==> src/rtl/osc_pkg.sv <==
package osc_pkg;

    typedef enum logic [0:0] {
        MUL_NATIVE   = 1'b0,
        MUL_SHIFTADD = 1'b1
    } mul_style_e;

    localparam int unsigned DEF_DW    = 16;
    localparam int unsigned DEF_CW    = 16;
    localparam int unsigned DEF_CFRAC = 14;

endpackage

==> src/rtl/osc_mul.sv <==
// Coefficient times state, rounded half up back to sample scale.
module osc_mul #(
    parameter int unsigned          DW    = osc_pkg::DEF_DW,
    parameter int unsigned          CW    = osc_pkg::DEF_CW,
    parameter int unsigned          CFRAC = osc_pkg::DEF_CFRAC,
    parameter osc_pkg::mul_style_e  STYLE = osc_pkg::MUL_NATIVE,
    localparam int unsigned         PW    = DW + CW,
    localparam int unsigned         RW    = PW - CFRAC
) (
    input  logic signed [DW-1:0] a_i,
    input  logic signed [CW-1:0] c_i,
    output logic signed [RW-1:0] p_o
);
    localparam logic signed [PW-1:0] HALF_LSB = PW'(1) <<< (CFRAC - 1);

    logic signed [PW-1:0] a_ext;
    logic signed [PW-1:0] c_ext;
    logic signed [PW-1:0] full_d;
    logic signed [PW-1:0] rnd_d;

    always_comb begin
        a_ext = PW'(a_i);
        c_ext = PW'(c_i);
    end

    generate
        if (STYLE == osc_pkg::MUL_NATIVE) begin : g_native
            always_comb full_d = a_ext * c_ext;
        end else begin : g_shiftadd
            // One partial product per coefficient bit; the sign bit has negative weight.
            always_comb begin
                logic signed [PW-1:0] acc;
                acc = '0;
                for (int i = 0; i < int'(CW); i++) begin
                    if (c_i[i]) begin
                        if (i == int'(CW) - 1) acc = acc - (a_ext <<< i);
                        else                   acc = acc + (a_ext <<< i);
                    end
                end
                full_d = acc;
            end
        end
    endgenerate

    always_comb begin
        rnd_d = full_d + HALF_LSB;
        p_o   = rnd_d[PW-1:CFRAC];
    end

endmodule

==> src/rtl/osc_satsub.sv <==
// Widened difference, clamped to the signed sample range.
module osc_satsub #(
    parameter int unsigned DW = osc_pkg::DEF_DW,
    parameter int unsigned RW = 18,
    localparam int unsigned SW = RW + 1
) (
    input  logic signed [RW-1:0] a_i,
    input  logic signed [DW-1:0] b_i,
    output logic signed [DW-1:0] y_o,
    output logic                 sat_o
);
    localparam logic signed [DW-1:0] POS_LIM = {1'b0, {(DW-1){1'b1}}};
    localparam logic signed [DW-1:0] NEG_LIM = {1'b1, {(DW-1){1'b0}}};

    logic signed [SW-1:0] diff_d;
    logic                 over_d;

    always_comb begin
        diff_d = SW'(a_i) - SW'(b_i);
        // Fits only if all bits from the sample sign position upward agree.
        over_d = !((&diff_d[SW-1:DW-1]) || !(|diff_d[SW-1:DW-1]));
        sat_o  = over_d;
        if (!over_d)           y_o = diff_d[DW-1:0];
        else if (diff_d[SW-1]) y_o = NEG_LIM;
        else                   y_o = POS_LIM;
    end

endmodule

==> src/rtl/osc_core.sv <==
module osc_core #(
    parameter int unsigned         DW        = osc_pkg::DEF_DW,
    parameter int unsigned         CW        = osc_pkg::DEF_CW,
    parameter int unsigned         CFRAC     = osc_pkg::DEF_CFRAC,
    parameter osc_pkg::mul_style_e MUL_STYLE = osc_pkg::MUL_NATIVE
) (
    input  logic                 clk_i,
    input  logic                 rst_i,
    input  logic                 sample_en_i,
    input  logic signed [CW-1:0] coef_i,
    input  logic signed [DW-1:0] seed_y1_i,
    input  logic signed [DW-1:0] seed_y2_i,
    output logic signed [DW-1:0] sample_o,
    output logic                 valid_o
);
    localparam int unsigned RW = DW + CW - CFRAC;

    typedef struct packed {
        logic signed [DW-1:0] y1;
        logic signed [DW-1:0] y2;
        logic signed [DW-1:0] out;
        logic                 vld;
    } osc_state_t;

    osc_state_t state_d, state_q;

    logic signed [RW-1:0] prod_w;
    logic signed [DW-1:0] next_w;
    logic                 sat_w;

    osc_mul #(
        .DW(DW), .CW(CW), .CFRAC(CFRAC), .STYLE(MUL_STYLE)
    ) u_mul (
        .a_i(state_q.y1),
        .c_i(coef_i),
        .p_o(prod_w)
    );

    osc_satsub #(
        .DW(DW), .RW(RW)
    ) u_sub (
        .a_i(prod_w),
        .b_i(state_q.y2),
        .y_o(next_w),
        .sat_o(sat_w)
    );

    always_comb begin
        state_d     = state_q;
        state_d.vld = 1'b0;
        if (rst_i) begin
            state_d.y1  = seed_y1_i;
            state_d.y2  = seed_y2_i;
            state_d.out = '0;
        end else if (sample_en_i) begin
            state_d.y2  = state_q.y1;
            state_d.y1  = next_w;
            state_d.out = next_w;
            state_d.vld = 1'b1;
        end
    end

    always_ff @(posedge clk_i) begin
        state_q <= state_d;
    end

    assign sample_o = state_q.out;
    assign valid_o  = state_q.vld;

    // Reset loads the seeds and clears the strobe.
    assert_reset_seed_R1: assert property (@(posedge clk_i)
        rst_i |=> (!valid_o && sample_o == '0 &&
                   state_q.y1 == $past(seed_y1_i) && state_q.y2 == $past(seed_y2_i)));

    // The older state takes the previous newer state on each step.
    assert_state_shift_R4: assert property (@(posedge clk_i) disable iff (rst_i)
        sample_en_i |=> (state_q.y2 == $past(state_q.y1)));

    // Idle cycles keep the output and drop the strobe.
    assert_idle_hold_R5: assert property (@(posedge clk_i) disable iff (rst_i)
        !sample_en_i |=> (!valid_o && $stable(sample_o)));

    // A strobe follows only an enabled cycle.
    assert_valid_cause_R5: assert property (@(posedge clk_i) disable iff (rst_i)
        valid_o |-> $past(sample_en_i));

    // A saturated step lands on a rail.
    assert_sat_rail_R6: assert property (@(posedge clk_i) disable iff (rst_i)
        (sample_en_i && sat_w) |=> (sample_o == {1'b0, {(DW-1){1'b1}}} ||
                                    sample_o == {1'b1, {(DW-1){1'b0}}}));

endmodule

==> config.mk <==
export PLATFORM = sky130hd
export DESIGN_NAME = osc_core
export DESIGN_NICKNAME = d
export VERILOG_FILES = /design/src/rtl/osc_pkg.sv /design/src/rtl/osc_mul.sv /design/src/rtl/osc_satsub.sv /design/src/rtl/osc_core.sv
export SDC_FILE = /design/constraint.sdc
export NUM_CORES = 1
export LEC_CHECK = 0
export BUFFER_PORTS_ARGS = -buffer_cell sky130_fd_sc_hd__buf_2
export CAP_MARGIN = 5
export CORE_UTILIZATION = 30
export DETAILED_ROUTE_END_ITERATION = 8
export PLACE_DENSITY = 0.48
export SETUP_SLACK_MARGIN = 0.3
export SLEW_MARGIN = 20
export SYNTH_ARGS = -nofsm -noshare
export SYNTH_HDL_FRONTEND = slang
export SYNTH_HIERARCHICAL = 1
export SYNTH_SLANG_ARGS = --single-unit
==> constraint.sdc <==
create_clock -name clk_i -period 13.6 [get_ports clk_i]
set_input_delay 2.72 -clock clk_i [delete_from_list [all_inputs] [get_ports clk_i]]
set_output_delay 2.72 -clock clk_i [all_outputs]
set_load 0.02 [all_outputs]
==> results of run 1 <==
routing by layer:
layer / track usage / vias up / wire (µm)
li1: - / 4226 / -
met1: 0.208 / 4710 / 14100
met3: 0.0132 / 24 / 958
met4: 0.0240 / 0 / 430
met2: 0.292 / 156 / 16600
met5: 0 / - / 0
area by class of cell:
class,count,area [µm²]
sequential,49,1300
timing repair buffer,79,425
clock buffer,6,150
tap,539,674
fill,4454,28200
inverter,313,1170
clock inverter,2,38.8
multi-input combinational,957,9870
stage by stage:
step	cells	instance area [µm²]	util
3_3_place_gp	1937	13400	0.321
5_1_grt	1945	13600	0.326
3_5_place_dp	1937	13400	0.321
6_report	1945	13600	0.326
2_1_floorplan	1388	12700	-
4_1_cts	1945	13600	0.326
layout by cell type, fill, tap and decap left out, types with 6 or more instances in the layout:
master     count
xor2_1        10
a21o_1        11
inv_1        313
nand3_1        7
nand4_1        6
xnor2_1       34
nand2_1      171
dfxtp_1       17
a21oi_1       64
buf_2         67
o21ai_0       39
nor2_1        30
fa_1         263
nand2b_1      23
a22o_1        16
and2_1       117
clkbuf_16      6
ha_1          95
buf_4         12
edfxtp_1      32
worst max-delay path by stage:
stage / start / end / slack, ns / depth (start not counted)
6_report: coef_i[1] / state_q[45] / 2.72 / 31
5_1_grt: coef_i[1] / state_q[43] / 2.16 / 31
4_1_cts: coef_i[1] / state_q[45] / 2.77 / 31
3_5_place_dp: coef_i[1] / state_q[45] / 2.49 / 31
3_3_place_gp: coef_i[1] / state_q[43] / 2.67 / 31
2_1_floorplan: coef_i[1] / state_q[45] / 3.44 / 32
sequential cells by signal (all words and copies together), names as in the netlist:
register,cells
state_q,32
sample_o,16
valid_o,1
worst min-delay path, stage by stage (launching register included):
cell      delay, ns
dfxtp_1        0.31
nand2b_1       0.06
a21oi_1        0.06
==> impl_metrics.ini, run 1 <==
[grt]
grt_pass1_wl_um = 54600
antenna_found_initial = 0
grt_remaining_overflow = 0
grt_pass1_vias = 10300
grt_max_degree = 67
grt_util_all_layers = 0.160

[synthesis]
synth_fp_nets = 1797
avgSynthCellArea_um2 = 9.16
synth_area_um2 = 12700
yosys_warnings = 6
synth_cells = 1388

[layout]
antenna_cells = 0
final_layout_size_suffix_gt1_frac = 0.0782
area_delta_synth_final_pct = 7.30
finalNetCount = 1814

[critical_path]
crit_top_cell = fa_1
path_delay_family = adder cells
timing.reg2reg.setup_slack_ns = 4.54
slowest_stage = fa_1
critPathArrivalTime_ns = 11.02
path_class = in2reg
crit_fanout = 16
ff2ff_path_depth = 30
crit_required_ns = 13.74
crit_path_end_kind = flop
timing.rr.start = state_q[48]
slowest_delay_ns = 0.86
startpoint_type = primary input
path_buf_inv = 4
reg2reg_to = state_q[45]

[clock_tree]
htreeDepth = 2
path_clk_slew_ns = 0.07
root_buffer = clkbuf_16
cts_tree = yes
hold_buffers = 0
post_cts_resized = 0
clock_sinks = 49
clock_path_buffers = 2
clk_latency_ns = 0.30
numCtsBuffers = 5
cts_setup_buffers = 0

[worst_hold_path]
hp-class = reg2reg
holdPathEnd = sample_o[10]
hold_depth = 2
hold_start = sample_o[10]

[die]
rows = 75
core_area_um2 = 41900
initial_utilization = 0.304
io_pins = 68
fp.dieH_um = 208
die-width_um = 208
die_area_um2 = 43200

[sta]
relSlewSlack = 0.288
drv_slew = 0
rsz0062_at_grt = no
hold_violations = 0
finalCriticalPeriod_ns = 10.88
fin_hold_ws_ns = 0.469
tns_ns = 0
setup_viol = 0
fin_crit_sh = 0.800
tightest_slew_ns = 1.07
finalClockSkew_ns = 0.00493
finalWorstSetupSlack_ns = 2.72
clock.fmax_ghz = 0.0919

[routing]
drc = 0
detail_route.wl_per_cell_um = 16.5
ant_nets = 0
wl_um = 32100
firstDrtPassIters = 5
via_per_inst = 4.69
drt_iter0_drc = 543
vias = 9116

[placement]
pre_cts_slack_ns = 2.49
gp_congestion = 0.830
dp_hpwl_um = 25800
io_buffer_count = 67

[run]
max_cap_viol_count = 0

[status]
status = finished, final reports clean
Power of run 1 is left out: the tool's default activity adds up to more than one toggle a clock period on the data nets, which glitch-free logic cannot reach.
==> run 2: changes to the inputs <==
--- a/config.mk
+++ b/config.mk
@@ -5,6 +5,7 @@
 export SDC_FILE = /design/constraint.sdc
 export NUM_CORES = 1
 export LEC_CHECK = 0
+export ABC_AREA = 1
 export BUFFER_PORTS_ARGS = -buffer_cell sky130_fd_sc_hd__buf_2
 export CAP_MARGIN = 5
 export CORE_UTILIZATION = 30
==> constraint.sdc (replaced) <==
create_clock -name clk_i -period 10.1 [get_ports clk_i]
set_input_delay 2.02 -clock clk_i [delete_from_list [all_inputs] [get_ports clk_i]]
set_output_delay 2.02 -clock clk_i [all_outputs]
set_load 0.02 [all_outputs]
==> run 2 against run 1 <==
- final area is 10% higher
- area after synthesis is 11% higher
- critical path type unchanged
- global-route usage is 1.3 points higher
- synthesized cell count is 39% higher
- clock-buffer cell count is 1 lower
- largest cell class unchanged
- die area is 11% higher
- critical path depth is 2 higher
- hold slack worse by 0.016 ns
==> impl_metrics.ini, run 2 <==
[status]
status = finished, final reports clean

[die]
io_pins = 68
die-width_um = 219
core_area_um2 = 46500
rows = 79
die_area_um2 = 47900
initial_utilization = 0.304
fp.dieH_um = 219

[critical_path]
crit_fanout = 15
crit_required_ns = 10.14
crit_path_end_kind = flop
critPathArrivalTime_ns = 9.30
path_class = in2reg
crit_top_cell = nand2_1
slowest_stage = fa_1
slowest_delay_ns = 0.76
startpoint_type = primary input

[sta]
finalCriticalPeriod_ns = 9.26
clock.fmax_ghz = 0.108
tns_ns = 0
relSlewSlack = 0.321
hold_violations = 0
drv_slew = 0
tightest_slew_ns = 1.02
fin_crit_sh = 0.917
rsz0062_at_grt = no
finalClockSkew_ns = 0.00991
setup_viol = 0

[layout]
final_common_cell = nand2_1
largest_reg_flops = 32
final_layout_size_suffix_gt1_frac = 0.0686
layout_common_cells = nand2_1, inv_1, fa_1
antenna_cells = 0
finalNetCount = 2347
area_delta_synth_final_pct = 6.60
top_register = state_q

[routing]
drc = 0
vias = 11400
drt_iter0_drc = 602
ant_nets = 0
detail_route.wl_per_cell_um = 15.4
firstDrtPassIters = 5
via_per_inst = 4.49
wl_um = 39300

[placement]
io_buffer_count = 67
dp_hpwl_um = 33600
gp_congestion = 0.908

[grt]
grt_max_degree = 36
grt_pass1_wl_um = 65100
antenna_found_initial = 0
grt_pass1_vias = 12200
grt_remaining_overflow = 0
grt_util_all_layers = 0.173

[clock_tree]
numCtsBuffers = 5
hold_buffers = 0
clk_latency_ns = 0.29
root_buffer = clkbuf_16
cts_tree = yes
htreeDepth = 2
clock_sinks = 49
clock_path_buffers = 2
path_clk_slew_ns = 0.07

[synthesis]
avgSynthCellArea_um2 = 7.31
synth_area_um2 = 14100
synth_cells = 1930
yosys_warnings = 6
synth_fp_nets = 2339

[worst_hold_path]
hp-class = reg2reg

[run]
max_cap_viol_count = 0
==> run 2: cell types whose count changed in the layout (fill, tap and decap cells not counted), sizes merged, moves of 23 or more <==
cell	previous run	this run
xnor2	34	6
nor2	31	76
inv	314	533
nand2b	23	0
and2	117	0
nand3	8	91
a21oi	68	44
nand2	172	613
==> run 2: worst max-delay path, delay by kind of cell <==
family / cells / cell delay (ns)
buffers and inverters: 6 / 0.48
AND/OR/NAND/NOR: 15 / 1.71
adder cells (fa/ha/maj): 8 / 4.04
AO/OA/AOI/OAI: 4 / 1.02
==> run 2: final timing paths <==
check | from | to | slack, ns | cells past startpoint
worst max-delay path | coef_i[1] | state_q[36] | 0.84 | 33
worst min-delay path | sample_o[7] | sample_o[7] | 0.45 | 2
worst max register to register | state_q[40] | state_q[36] | 1.89 | 34
worst min register to register | sample_o[7] | sample_o[7] | 0.45 | 2
==> run 2: repair_timing <==
item / CTS / global route
setup buffers: 0 / 2
resized for setup: 0 / 2
endpoints found under the hold margin: 0 / 0
setup endpoints to repair: 0 / 30
==> run 2: layout make-up <==
| cell class | count | area [µm²] |
|---|---|---|
| fill | 5090 | 31400 |
| multi-input combinational | 1263 | 10400 |
| inverter | 531 | 2000 |
| sequential | 49 | 1300 |
| tap | 607 | 759 |
| timing repair buffer | 88 | 495 |
| clock buffer | 5 | 125 |
| clock inverter | 3 | 20.0 |
==> run 2: per-stage QoR <==
step | cells | hold slack [ns] | worst slack (ns) | utilization | instance area [µm²]
2_1_floorplan | 1930 | 0.420 | 1.22 | - | 14100
3_3_place_gp | 2536 | 0.443 | 0.424 | 0.320 | 14900
3_5_place_dp | 2536 | 0.435 | 0.354 | 0.320 | 14900
4_1_cts | 2544 | 0.452 | 0.657 | 0.323 | 15000
5_1_grt | 2546 | 0.482 | 0.337 | 0.324 | 15000
6_report | 2546 | 0.454 | 0.839 | 0.324 | 15000
==> run 2: layer usage <==
metal / global-route usage / vias up / wire length, µm
met5: 0 / - / 0
met4: 0.0243 / 0 / 442
met3: 0.00929 / 32 / 1210
met2: 0.297 / 208 / 18900
met1: 0.245 / 5651 / 18800
li1: - / 5539 / -
Power of run 2 is left out for the same reason.
